## config.mk

```make
export PLATFORM = sky130hd
export DESIGN_NAME = gated_clk_div
export DESIGN_NICKNAME = d
export VERILOG_FILES = /design/src/rtl/gcd_pkg.sv /design/src/rtl/gcd_ctrl.sv /design/src/rtl/gcd_datapath.sv /design/src/rtl/gated_clk_div.sv
export SDC_FILE = /design/constraint.sdc
export NUM_CORES = 1
export LEC_CHECK = 0
export BUFFER_PORTS_ARGS = -buffer_cell sky130_fd_sc_hd__buf_2
export CORE_ASPECT_RATIO = 1.25
export CORE_MARGIN = 2
export CORE_UTILIZATION = 45
export DETAILED_ROUTE_END_ITERATION = 8
export PLACE_DENSITY = 0.71
export SLEW_MARGIN = 5
export SYNTH_ARGS = -nofsm -noshare
export SYNTH_HDL_FRONTEND = slang
export SYNTH_SLANG_ARGS = --single-unit
export TNS_END_PERCENT = 20
```

## constraint.sdc

```tcl
create_clock -name clk -period 2.9 [get_ports clk]
set_input_delay 0.58 -clock clk [delete_from_list [all_inputs] [get_ports clk]]
set_output_delay 0.58 -clock clk [all_outputs]
set_load 0.005 [all_outputs]
```

## src/rtl/gcd_pkg.sv

```systemverilog
package gcd_pkg;
  localparam int DATA_W = 8;
  localparam int ADDR_W = 2;
  localparam int COARSE_SHIFT = 6;   // coarse range unit is 64 input cycles
  localparam int BUSY_LO = 3;
  localparam int BUSY_HI = 4;
  localparam int EN_BIT = 0;

  localparam logic [ADDR_W-1:0] ADDR_STATUS = 2'd0;
  localparam logic [ADDR_W-1:0] ADDR_CODE   = 2'd1;
  localparam logic [ADDR_W-1:0] ADDR_CTRL   = 2'd2;

  // strobes from control to datapath
  typedef struct packed {
    logic run;      // counter runs and slow output may go high
    logic passOne;  // ratio is 1: input clock is passed through
  } gcdStrobe_t;
endpackage

```

## src/rtl/gcd_ctrl.sv

```systemverilog
module gcd_ctrl
  import gcd_pkg::*;
#(
  parameter int WIDE_CODE = 0,
  parameter int CODE_W = 5,
  parameter int RATIO_W = 6
) (
  input  logic               clk,
  input  logic               rstN,
  input  logic               regWe,
  input  logic [ADDR_W-1:0]  regAddr,
  input  logic [DATA_W-1:0]  regWdata,
  input  logic               atEnd,
  output logic [DATA_W-1:0]  regRdata,
  output logic [RATIO_W-1:0] ratio,
  output gcdStrobe_t         strobe,
  output logic               busy,
  output logic               gateOn
);
  localparam logic [RATIO_W-1:0] MAX_RATIO = RATIO_W'(1 << CODE_W);
  localparam logic [RATIO_W-1:0] RATIO_ONE = RATIO_W'(1);

  logic [CODE_W-1:0]  pendCode;
  logic [CODE_W-1:0]  activeCode;
  logic               enReg;
  logic [RATIO_W-1:0] scaled;
  logic               codeWr;
  logic               ctrlWr;
  logic               applyNow;
  logic               unusedWdata;

  assign codeWr   = regWe && (regAddr == ADDR_CODE);
  assign ctrlWr   = regWe && (regAddr == ADDR_CTRL);
  // a fresh write wins over an apply in the same cycle
  assign applyNow = busy && !codeWr && (!gateOn || atEnd);
  assign unusedWdata = ^regWdata;

  generate
    if (WIDE_CODE != 0) begin : g_wide
      always_comb begin
        if (activeCode[CODE_W-1])
          scaled = RATIO_W'(activeCode[CODE_W-2:0]) << COARSE_SHIFT;
        else
          scaled = RATIO_W'(activeCode);
      end
    end else begin : g_narrow
      always_comb scaled = RATIO_W'(activeCode);
    end
  endgenerate

  // a zero result stands for the largest ratio
  assign ratio = (scaled == '0) ? MAX_RATIO : scaled;

  always_ff @(posedge clk or negedge rstN) begin
    if (!rstN) begin
      pendCode   <= '0;
      activeCode <= '0;
      busy       <= 1'b0;
      enReg      <= 1'b0;
      gateOn     <= 1'b0;
    end else begin
      if (codeWr) begin
        pendCode <= regWdata[CODE_W-1:0];
        busy     <= 1'b1;
      end else if (applyNow) begin
        activeCode <= pendCode;
        busy       <= 1'b0;
      end
      if (ctrlWr) enReg <= regWdata[EN_BIT];
      if (!gateOn && enReg)
        gateOn <= 1'b1;
      else if (gateOn && !enReg && atEnd)
        gateOn <= 1'b0;
    end
  end

  assign strobe.run     = gateOn;
  assign strobe.passOne = gateOn && (ratio == RATIO_ONE);

  always_comb begin
    regRdata = '0;
    case (regAddr)
      ADDR_STATUS: begin
        regRdata[BUSY_HI] = busy;
        regRdata[BUSY_LO] = busy;
      end
      ADDR_CODE: regRdata = DATA_W'(pendCode);
      ADDR_CTRL: regRdata[EN_BIT] = enReg;
      default:   regRdata = '0;
    endcase
  end
endmodule

```

## src/rtl/gcd_datapath.sv

```systemverilog
module gcd_datapath
  import gcd_pkg::*;
#(
  parameter int RATIO_W = 6
) (
  input  logic               clk,
  input  logic               rstN,
  input  gcdStrobe_t         strobe,
  input  logic [RATIO_W-1:0] ratio,
  output logic               atEnd,
  output logic               divClk,
  output logic               divPulse
);
  localparam logic [RATIO_W-1:0] RATIO_ONE = RATIO_W'(1);

  logic [RATIO_W-1:0] cnt;
  logic               slowQ;
  logic               passGate;

  assign atEnd = strobe.run && (cnt == (ratio - RATIO_ONE));

  always_ff @(posedge clk or negedge rstN) begin
    if (!rstN) begin
      cnt   <= '0;
      slowQ <= 1'b0;
    end else begin
      if (!strobe.run || atEnd) cnt <= '0;
      else                      cnt <= cnt + RATIO_ONE;
      // high phase registered one cycle behind the count
      slowQ <= strobe.run && (cnt < (ratio >> 1));
    end
  end

  // gate for ratio one changes only while clk is low
  always_ff @(negedge clk or negedge rstN) begin
    if (!rstN) passGate <= 1'b0;
    else       passGate <= strobe.passOne;
  end

  assign divClk   = slowQ | (clk & passGate);
  assign divPulse = atEnd;
endmodule

```

## src/rtl/gated_clk_div.sv

```systemverilog
module gated_clk_div
  import gcd_pkg::*;
#(
  parameter int WIDE_CODE = 0
) (
  input  logic              clk,
  input  logic              rstN,
  input  logic              regWe,
  input  logic [ADDR_W-1:0] regAddr,
  input  logic [DATA_W-1:0] regWdata,
  output logic [DATA_W-1:0] regRdata,
  output logic              divClk,
  output logic              divPulse
);
  localparam int CODE_W  = (WIDE_CODE != 0) ? 6 : 5;
  localparam int RATIO_W = (WIDE_CODE != 0) ? 11 : 6;

  gcdStrobe_t         strobe;
  logic [RATIO_W-1:0] ratio;
  logic               atEnd;
  logic               busy;
  logic               gateOn;

  gcd_ctrl #(
    .WIDE_CODE(WIDE_CODE),
    .CODE_W   (CODE_W),
    .RATIO_W  (RATIO_W)
  ) u_ctrl (
    .clk     (clk),
    .rstN    (rstN),
    .regWe   (regWe),
    .regAddr (regAddr),
    .regWdata(regWdata),
    .atEnd   (atEnd),
    .regRdata(regRdata),
    .ratio   (ratio),
    .strobe  (strobe),
    .busy    (busy),
    .gateOn  (gateOn)
  );

  gcd_datapath #(
    .RATIO_W(RATIO_W)
  ) u_dp (
    .clk     (clk),
    .rstN    (rstN),
    .strobe  (strobe),
    .ratio   (ratio),
    .atEnd   (atEnd),
    .divClk  (divClk),
    .divPulse(divPulse)
  );
endmodule

```

==> results.toml <==
[sta]
setup_tns_ps = -132
setup_viol = 1
hold_viol_final = 0
drv_slew = 0
setup_ws_ps = -132
worst_pin_slew_ps = 567
worst_hold_slack_ps = 144
rsz0062_at_grt = "true"
relSlewSlack_pct = 61.9
fin_worst_skew_ps = 8.94

[placement]
place_congestion = 0.814
portBuffers = 16
hpwlAfterDp_mm = 1.62

[global_routing]
grt_pass1_vias = 884
met3_usage_pct = 5.74
grt_start_max_net_pins = 21
use_met1_pct = 17.7
busiest_layer = "met2"
antenna_found_initial = 0
use_met2_pct = 24.7
grt_pass1_wl_mm = 3.66
grt_use_total_pct = 15.4
grt-ovfl-total = 0

[clock_network]
clkTransAtPathRegs_ps = 100
worst_skew_pair.late_latency_ps = 400
cts_tree = "yes"
cts_resized = 0
cts_setup_buffers = 0

[die]
core_area_mm2 = 0.00265
rows = 21
die_h_um = 62.6
io_pins = 23
dieArea_mm2 = 0.00318
start_util_pct = 46.5
die_w_um = 50.9

[layout]
nNetsFinal = 156
syn_to_final_growth_pct = 11.8
drive_gt1_share_pct = 28.0
utilization_pct = 52.0
final_cell_mix = "20 x dfrtp_1, 16 x buf_2, 10 x inv_1, 10 x ha_1, 8 x nor2_1"
n_fill_cell = 254
diodes = 0
final_common_cell = "dfrtp_1"

[synth]
yosysTopAreaCellShare_pct = 40.5
netlist_instances = 112
netlist.top_cell.by_area = "dfrtp_1"
syn_area_per_cell_um2 = 11.0
syn_area_mm2 = 0.00123
async_flop_share_pct = 100
synth_ff_type = "dfrtp_1"
synthDistinctLibCells = 34
synth_area_leaders = "dfrtp_1 41%, ha_1 10%, mux2_4 6.1%, mux2_2 5.5%, xnor2_1 5.0%"
synth_seq_cells = 21
synth-edff-count = 0
yosysWarnings = 0
ys_seq_area_share_pct = 42.6

[routing]
firstDrtPassIters = 4
ant_nets = 0
num_vias = 836
drt_iter0_markers = 34
vias_per_cell = 5.04
wire_per_inst_um = 12.4
drc_errors = 0
finalWirelength_mm = 2.06

[run]
maxCapViolCount = 0

[pwr]
p_leak_nw = 0.675
ir_drop_mv = 0.381
p_total_mw = 1.40
p_per_area_mw_per_mm2 = 1010

[worst_setup_path]
cp.arrival_ps = 2450
crit_type = "flip-flop to primary output"
required_ps = 2320
crit_fanout = 1
start_kind = "flip-flop"
endpoint_kind = "primary output"

[status]
violations = "setup timing"
status = "complete, but fails checks"

[hold_path]
hp-class = "primary input to asynchronous set/reset pin"
==> flip-flops by register name (all words and copies together) (netlist names) <==
register           flops
u_ctrl.enReg           1
u_ctrl.pendCode        5
u_dp.passGate          1
u_ctrl.busy            1
u_dp.cnt               6
u_ctrl.activeCode      5
u_dp.slowQ             1
u_ctrl.gateOn          1
==> cells by family after synthesis <==
kind of cell,count (synthesis),share of synthesized area [%]
simple gates,29,12.8
mux,11,11.5
flops,21,42.6
compound gates,14,9.22
buf+inv,16,6.38
xor+xnor,10,7.09
other cells,1,0.304
fa+ha+maj,10,10.1
==> through the flow <==
stage,setup WS [ps],area (um2),cells
floorplan,398,1240,114
global placement,314,1330,159
detailed placement,315,1330,159
CTS,-148,1380,166
global route,-171,1380,166
finish,-132,1380,166
==> report_power, final <==
group          total, mW  switching [mW]  internal [mW]
sequential         0.562           0.155          0.408
clock              0.206          0.0976          0.108
combinational      0.629           0.289          0.340
total               1.40           0.541          0.856
==> critical path: stages (launching register included) <==
cell and delay, ps:
dfrtn_1 330, a21o_1 150, buf_2 120
==> timing repair <==
item	CTS	global route
cloned	0	0
setup endpoints to repair	1	2
pin swaps	0	0
hold buffers	0	0
==> cell usage after synthesis, types with 2 or more instances <==
| master | number |
|---|---|
| mux2_4 | 5 |
| clkbuf_1 | 2 |
| xor2_1 | 3 |
| nand2_1 | 6 |
| buf_4 | 3 |
| nand2b_1 | 2 |
| a22o_1 | 2 |
| ha_1 | 10 |
| nor2_1 | 8 |
| nor3_1 | 2 |
| nand3_1 | 2 |
| mux2_2 | 6 |
| dfrtp_1 | 20 |
| a21o_1 | 4 |
| xnor2_1 | 7 |
| and2_1 | 2 |
| inv_1 | 10 |
| o21ai_1 | 2 |
==> final timing paths <==
check	start	end	slack, ps	depth (start not counted)
max in group asynchronous	rstN	u_dp.passGate$_DFF_NN0_	1510	1
min in group clk	regWdata[3]	u_ctrl.pendCode[3]$_DFFE_PN0P_	400	2
min	rstN	u_ctrl.activeCode[2]$_DFFE_PN0P_	140	2
max reg2reg	u_ctrl.activeCode[1]$_DFFE_PN0P_	u_dp.passGate$_DFF_NN0_	410	3
max	u_dp.passGate$_DFF_NN0_	divClk	-130	2
min reg2reg	u_ctrl.enReg$_DFFE_PN0P_	u_ctrl.gateOn$_DFFE_PN0P_	520	1
==> final cells by class <==
| type | instances | area [um2] | area share, % |
|---|---|---|---|
| clock buffer | 8 | 53.8 | 3.90 |
| inverter | 10 | 37.5 | 2.72 |
| multi-input combinational | 77 | 638 | 46.2 |
| sequential | 21 | 526 | 38.1 |
| tap | 34 | 42.5 | 3.08 |
| timing repair buffer | 16 | 82.6 | 5.98 |
==> layer usage <==
| layer | part of all wire [%] | up-vias |
|---|---|---|
| li1 | - | 415 |
| met1 | 43 | 399 |
| met2 | 51 | 18 |
| met3 | 5.0 | 4 |
| met4 | 1.2 | 0 |
| met5 | 0 | - |
Note: power is estimated with default switching activity, not from simulation.
